$ cat src/rtl/fce_pkg.sv
package fce_pkg;
  localparam int QUEUE_W = 7;
  localparam int POOL_W  = 6;
  localparam int FT_W    = 3;
  localparam int KEY_W   = 16;
  localparam int IDX_W   = 15;

  // command / readback word bit positions
  localparam int HIT_B   = 2;
  localparam int UPD_B   = 3;
  localparam int LAST_B  = 4;
  localparam int QEN_B   = 5;
  localparam int DROP_B  = 6;
  localparam int FT_LO   = 7;
  localparam int DUP_B   = 10;
  localparam int FULL_B  = 11;
  localparam int BAD_B   = 12;
  localparam int Q_LO    = 16;
  localparam int POOL_LO = 24;
  // hash word bit positions
  localparam int IDX_LO  = 16;
  localparam int HVLD_B  = 31;

  // fields echoed while busy (opcode, flags, attributes)
  localparam logic [31:0] ECHO_MASK = 32'h3F7F_03FB;

  typedef enum logic [1:0] {
    OP_IDLE   = 2'd0,
    OP_ADD    = 2'd1,
    OP_QUERY  = 2'd2,
    OP_REMOVE = 2'd3
  } op_e;

  typedef struct packed {
    logic latchHash;
    logic latchCmd;
    logic exec;
  } strobe_t;

  typedef struct packed {
    logic              qEn;
    logic [FT_W-1:0]   flowType;
    logic [QUEUE_W-1:0] queue;
    logic [POOL_W-1:0] pool;
  } attr_t;
endpackage

$ cat src/rtl/fce_ctrl.sv
module fce_ctrl
  import fce_pkg::*;
(
  input  logic       clk,
  input  logic       rstN,
  input  logic       hashWr,
  input  logic       cmdWr,
  input  logic [1:0] cmdOp,
  output strobe_t    strobes
);
  logic busyQ;

  always_comb begin
    strobes.latchHash = hashWr && !busyQ;
    strobes.latchCmd  = cmdWr && !busyQ && (cmdOp != OP_IDLE);
    strobes.exec      = busyQ;
  end

  // one busy cycle per accepted command
  always_ff @(posedge clk or negedge rstN) begin
    if (!rstN) busyQ <= 1'b0;
    else       busyQ <= strobes.latchCmd;
  end
endmodule

$ cat src/rtl/fce_datapath.sv
module fce_datapath
  import fce_pkg::*;
#(
  parameter int BKT_W = 3,
  parameter int DEPTH = 10
) (
  input  logic               clk,
  input  logic               rstN,
  input  strobe_t            strobes,
  input  logic [31:0]        hashData,
  input  logic [31:0]        cmdData,
  input  logic               perfectMode,
  input  logic [QUEUE_W-1:0] dropQueue,
  output logic [31:0]        statusOut
);
  localparam int NB     = 1 << BKT_W;
  localparam int SLOT_W = (DEPTH > 1) ? $clog2(DEPTH) : 1;

  logic [31:0] hashQ, cmdQ, statQ;

  logic              entValid [NB][DEPTH];
  logic [KEY_W-1:0]  entKey   [NB][DEPTH];
  logic [IDX_W-1:0]  entIdx   [NB][DEPTH];
  attr_t             entAttr  [NB][DEPTH];

  logic [BKT_W-1:0]  bkt;
  logic [KEY_W-1:0]  keyIn;
  logic [IDX_W-1:0]  idxIn;
  logic [DEPTH-1:0]  hitVec, freeVec;
  logic              anyHit, anyFree;
  logic [SLOT_W-1:0] hitSlot, freeSlot;
  attr_t             newAttr, hitAttr;
  logic              wrEn, clrEn;
  logic [SLOT_W-1:0] wrSlot;
  logic [31:0]       result;

  assign bkt   = hashQ[BKT_W-1:0];
  assign keyIn = hashQ[KEY_W-1:0];
  assign idxIn = hashQ[IDX_LO +: IDX_W];

  // per-slot comparators of the addressed bucket
  for (genvar s = 0; s < DEPTH; s++) begin : g_slot
    assign hitVec[s]  = entValid[bkt][s] && (entKey[bkt][s] == keyIn) &&
                        (!perfectMode || (entIdx[bkt][s] == idxIn));
    assign freeVec[s] = !entValid[bkt][s];
  end

  // lowest-index selection
  always_comb begin
    anyHit   = 1'b0;
    anyFree  = 1'b0;
    hitSlot  = '0;
    freeSlot = '0;
    for (int i = DEPTH - 1; i >= 0; i--) begin
      if (hitVec[i])  begin anyHit  = 1'b1; hitSlot  = SLOT_W'(i); end
      if (freeVec[i]) begin anyFree = 1'b1; freeSlot = SLOT_W'(i); end
    end
  end

  function automatic logic [31:0] putAttr(input logic [31:0] w, input attr_t a);
    logic [31:0] r;
    r = w;
    r[QEN_B]             = a.qEn;
    r[FT_LO +: FT_W]     = a.flowType;
    r[Q_LO +: QUEUE_W]   = a.queue;
    r[POOL_LO +: POOL_W] = a.pool;
    return r;
  endfunction

  always_comb begin
    newAttr.qEn      = cmdQ[QEN_B];
    newAttr.flowType = cmdQ[FT_LO +: FT_W];
    newAttr.pool     = cmdQ[POOL_LO +: POOL_W];
    newAttr.queue    = (cmdQ[DROP_B] && perfectMode) ? dropQueue : cmdQ[Q_LO +: QUEUE_W];
    hitAttr          = entAttr[bkt][hitSlot];
  end

  // command decode and result formation
  always_comb begin
    wrEn   = 1'b0;
    clrEn  = 1'b0;
    wrSlot = freeSlot;
    result = cmdQ & ECHO_MASK;
    result[1:0] = OP_IDLE;
    case (op_e'(cmdQ[1:0]))
      OP_ADD: begin
        if (!hashQ[HVLD_B] || (cmdQ[DROP_B] && !perfectMode)) begin
          result[BAD_B] = 1'b1;
        end else if (anyHit) begin
          result[HIT_B] = 1'b1;
          if (cmdQ[UPD_B]) begin
            wrEn   = 1'b1;
            wrSlot = hitSlot;
            result = putAttr(result, newAttr);
          end else begin
            result[DUP_B] = 1'b1;
          end
        end else if (anyFree) begin
          wrEn          = 1'b1;
          result[HIT_B] = 1'b1;
          result        = putAttr(result, newAttr);
        end else begin
          result[FULL_B] = 1'b1;
        end
      end
      OP_QUERY: begin
        if (anyHit) begin
          result[HIT_B] = 1'b1;
          result        = putAttr(result, hitAttr);
        end
      end
      OP_REMOVE: begin
        if (anyHit) begin
          clrEn         = 1'b1;
          result[HIT_B] = 1'b1;
          result        = putAttr(result, hitAttr);
        end
      end
      default: ;
    endcase
  end

  always_ff @(posedge clk or negedge rstN) begin
    if (!rstN) begin
      hashQ <= '0;
      cmdQ  <= '0;
      statQ <= '0;
    end else begin
      if (strobes.latchHash) hashQ <= hashData;
      if (strobes.latchCmd) begin
        cmdQ  <= cmdData;
        statQ <= cmdData & ECHO_MASK;
      end else if (strobes.exec) begin
        statQ <= result;
      end
    end
  end

  always_ff @(posedge clk or negedge rstN) begin
    if (!rstN) begin
      for (int b = 0; b < NB; b++)
        for (int s = 0; s < DEPTH; s++)
          entValid[b][s] <= 1'b0;
    end else if (strobes.exec) begin
      if (wrEn)  entValid[bkt][wrSlot]  <= 1'b1;
      if (clrEn) entValid[bkt][hitSlot] <= 1'b0;
    end
  end

  always_ff @(posedge clk) begin
    if (strobes.exec && wrEn) begin
      entKey[bkt][wrSlot]  <= keyIn;
      entIdx[bkt][wrSlot]  <= idxIn;
      entAttr[bkt][wrSlot] <= newAttr;
    end
  end

  assign statusOut = statQ;
endmodule

$ cat src/rtl/flt_cmd_engine.sv
module flt_cmd_engine
  import fce_pkg::*;
#(
  parameter int BKT_W = 3,
  parameter int DEPTH = 10
) (
  input  logic               clk,
  input  logic               rstN,
  input  logic               hashWr,
  input  logic [31:0]        hashData,
  input  logic               cmdWr,
  input  logic [31:0]        cmdData,
  input  logic               perfectMode,
  input  logic [QUEUE_W-1:0] dropQueue,
  output logic [31:0]        statusOut
);
  strobe_t strobes;

  fce_ctrl u_ctrl (
    .clk     (clk),
    .rstN    (rstN),
    .hashWr  (hashWr),
    .cmdWr   (cmdWr),
    .cmdOp   (cmdData[1:0]),
    .strobes (strobes)
  );

  fce_datapath #(.BKT_W(BKT_W), .DEPTH(DEPTH)) u_dp (
    .clk         (clk),
    .rstN        (rstN),
    .strobes     (strobes),
    .hashData    (hashData),
    .cmdData     (cmdData),
    .perfectMode (perfectMode),
    .dropQueue   (dropQueue),
    .statusOut   (statusOut)
  );
endmodule

$ cat config.mk
export PLATFORM = sky130hd
export DESIGN_NAME = flt_cmd_engine
export DESIGN_NICKNAME = d
export VERILOG_FILES = /design/src/rtl/fce_pkg.sv /design/src/rtl/fce_ctrl.sv /design/src/rtl/fce_datapath.sv /design/src/rtl/flt_cmd_engine.sv
export SDC_FILE = /design/constraint.sdc
export NUM_CORES = 2
export LEC_CHECK = 0
export BUFFER_PORTS_ARGS = -buffer_cell sky130_fd_sc_hd__clkbuf_2
export CORE_MARGIN = 4
export CORE_UTILIZATION = 40
export DETAILED_ROUTE_END_ITERATION = 10
export PLACE_DENSITY = 0.65
export SLEW_MARGIN = 15
export SYNTH_ARGS = -nofsm -noshare
export SYNTH_HDL_FRONTEND = slang
export SYNTH_SLANG_ARGS = --single-unit
$ cat constraint.sdc
create_clock -name clk -period 8.5 [get_ports clk]
set_input_delay 0.425 -clock clk [delete_from_list [all_inputs] [get_ports clk]]
set_output_delay 0.425 -clock clk [all_outputs]
set_load 0.05 [all_outputs]
==> run summary <==
fraction of power consumed by the clock network -> 0.371
Die Wd -> 632 um
maximum capacitance violations -> 0
total clock buffers created by CTS -> 389
netlist area before placement -> 156000 um^2
run status -> completed
DP Worst Slack -> 1.05 ns
list of most frequent post-synthesis cells -> 3840 x edfxtp_1, 478 x o22ai_1, 461 x mux2i_1
effective utilization at floorplan -> 0.403
area taken by flip-flops and latches -> 119000 um^2
Final ANT Viol Nets -> 0
most instantiated flip-flop cell in the synthesis netlist -> edfxtp_1
via/cell ratio -> 6.22
total power density per cell area -> 255 nW/um^2
maximum number of pins on one net before global-route repair -> 96
via count of the first global-routing pass -> 89600
sequential share of power -> 0.499
worst-path maximum fanout -> 34
I/O Buffers -> 91
internal power contribution -> 33.9 mW
required time at the worst-slack endpoint -> 9.34 ns
antenna violations before repair -> 19
critical path endpoint category -> register
list of cells traversed by the critical path -> buf_4 -> buf_4 -> mux2i_1 -> o22ai_1 -> a221oi_1 -> xnor2_1 -> nor4_1 -> and2_1 -> nand4_1 -> a211oi_1 -> buf_4 -> o21a_1 -> o31ai_1 -> a32o_1 -> nor2_1 -> a211oi_1 -> buf_4 -> o31a_1
placeable core region -> 387000 um^2
leakage power of the design -> 57.2 nW
Root Buffer -> clkbuf_16
critical path arrival -> 8.62 ns
achievable frequency -> 129 MHz
CTS tree -> done
count of cell types in the netlist -> 97
number of endpoints failing setup at the final stage -> 0
area of the multi-input gates -> 34600 um^2
final routed wirelength across all metal layers -> 484 mm
net load switching power -> 11.9 mW
top cell type by total area after synthesis -> edfxtp_1
RePlAce Congestion -> 0.911
number of DRC violations after detailed routing -> 0
number of instances in the synthesized netlist -> 8685
slowest stage cell, crit path -> dfrtp_4
worst supply voltage drop on vdd -> 0.196 mV
number of enable flip-flop cells after synthesis -> 3840
delay-heaviest family, CP -> compound AO/OA/AOI/OAI gates
clk sink count -> 4001
CP Class -> reg2reg
Syn Area/Cell -> 18.0 um^2
Gate power share -> 0.131
final critical delay including setup and external delays -> 7.77 ns
Bufs on Longest Clock Path -> 4
GR met1 Demand/Resource -> 0.310
fraction of the yosys area taken by sequential cells -> 0.765
total via count in the routed design -> 91200
Crit path largest cell delay -> 1.03 ns
met3 layer usage reported by global route -> 0.0454
leading cell type by number of instances after synthesis -> edfxtp_1
Final Net Count -> 9205
remaining global-route overflow -> 0
global router's overall resource usage -> 0.234
number of inserted filler cells in the final layout -> 32300
Clock transition at path regs -> 0.06 ns
final worst slack -> 0.728 ns
row cnt -> 228
vertical die dimension -> 632 um
initial detailed-routing violation count -> 13400
maximum level of the CTS H-tree -> 5
RSZ-0062 raised after global routing -> no
Worst Skew -> 0.0724 ns
cell with the most instances on the worst path -> buf_4
Syn. warnings -> 0
critical path buffer and inverter count -> 4
final number of hold-violating endpoints -> 0
signed area change from the synthesized netlist to the final layout -> 15.0%
post-synthesis sequential element count -> 4001
layer with the highest usage after global routing -> met2
pins over their slew limit -> 0
total iterations of the first detailed-routing run -> 6
share of async-settable or async-resettable flops after synthesis -> 0.0402
nature of the critical path startpoint -> register
fraction of synthesized cell area taken by the top area cell type -> 0.740
top area cells in the synthesized netlist -> edfxtp_1 74%, mux2i_1 3.0%, mux2_2 2.9%
share of the core filled with cells in the final layout -> 0.463
first-pass GRT wire length -> 674 mm
overall die area -> 400000 um^2
count of boundary I/O pins -> 108
pin slew with the least headroom to its limit -> 1.25 ns
Clk Latency, worst-skew pair -> 0.98 ns
placed wire-length estimate -> 277 mm
ratio of cells with drive above 1 in the final layout -> 0.203
met2 Resource Use GR -> 0.369
worst slew margin relative to its limit -> 0.162
Routed wire per std cell -> 33.1 um
HP Class -> in2async
switching power as a share of total power -> 0.260
Final period util -> 0.914
## layout by cell type (no fill, tap or decap), types with 122 or more instances in the layout
master,instances
edfxtp_1,3840
o22ai_1,478
buf_12,122
o221ai_1,154
nand2_1,175
clkbuf_16,392
a221oi_1,203
buf_4,364
mux2i_1,461
a21oi_1,221
nor2_1,178
mux2_2,399
xnor2_1,137
mux4_2,187
a22oi_1,187
o21ai_0,146
## cells by family after synthesis
group / share of synthesized area
flip-flops: 0.765
AO/OA/AOI/OAI: 0.0862
multiplexers: 0.0856
AND/OR/NAND/NOR: 0.0303
buffers and inverters: 0.0181
XOR/XNOR: 0.0143
other: 0.0000241
## stage by stage
step           total power, mW  cells  setup TNS, ns  cell area, um^2  hold slack [ns]
2_1_floorplan             26.4   8690        -251.61           156000            0.129
3_3_place_gp              29.0  13900              0           166000            0.475
3_5_place_dp              29.1  13900              0           166000            0.489
4_1_cts                   45.9  14600              0           179000           0.0206
5_1_grt                   47.0  14600              0           179000           0.0660
6_report                  45.8  14600              0           179000           0.0622
## power groups by stage
stage	registers [mW]	logic, mW	clock network [mW]
after floorplan	23.3	3.13	0
after global placement	23.2	5.78	0
after detailed placement	23.2	5.87	0
after CTS	22.8	5.92	17.1
after global routing	22.8	6.24	18.0
final	22.8	5.99	17.0
## layer usage
metal	vias to the layer above	part of all wire
met5	-	0.000027
met4	2	0.058
met3	1138	0.11
met2	6096	0.46
met1	47200	0.37
li1	36700	-
## cell type report
type / instances / area share
Timing Repair Buffer: 631 / 0.0345
Inverter: 27 / 0.000677
Sequential cell: 4001 / 0.666
Multi-Input combinational cell: 4079 / 0.193
Tap cell: 5175 / 0.0361
Antenna cell: 17 / 0.000237
Clock buffer: 501 / 0.0578
Clock inverter: 216 / 0.0115
## path summary, 6_finish.rpt
| path | from | endpoint | slack (ns) | cells after the start |
|---|---|---|---|---|
| worst min-delay path | rstN | u_dp.hashQ[30]$_DFFE_PN0P_ | 0.06 | 2 |
| worst min register to register | u_dp.cmdQ[4]$_DFFE_PN0P_ | u_dp.cmdQ[4]$_DFFE_PN0P_ | 0.50 | 1 |
| min in group clk | cmdData[3] | u_dp.cmdQ[3]$_DFFE_PN0P_ | 0.14 | 2 |
| max in group asynchronous | rstN | u_dp.statusOut[0]$_DFFE_PN0P_ | 6.24 | 4 |
| worst max register to register | u_dp.hashQ[2]$_DFFE_PN0P_ | u_dp.statusOut[28]$_DFFE_PN0P_ | 0.73 | 18 |
| worst max-delay path | u_dp.hashQ[2]$_DFFE_PN0P_ | u_dp.statusOut[28]$_DFFE_PN0P_ | 0.73 | 18 |
## flip-flops by register name, indices dropped and copies added, names as in the netlist
register	flops
u_dp.entAttr	1360
u_dp.entKey	1280
u_dp.hashQ	32
u_dp.entValid	80
u_dp.statusOut	26
u_ctrl.busyQ	1
u_dp.cmdQ	22
u_dp.entIdx	1200
## what timing repair did
action	4_1_cts	5_1_grt
buffers inserted	0	0
hold buffers	54	0
resized for setup	0	0
hold endpoints to repair	127	0
(Power assumes the default switching activity.)
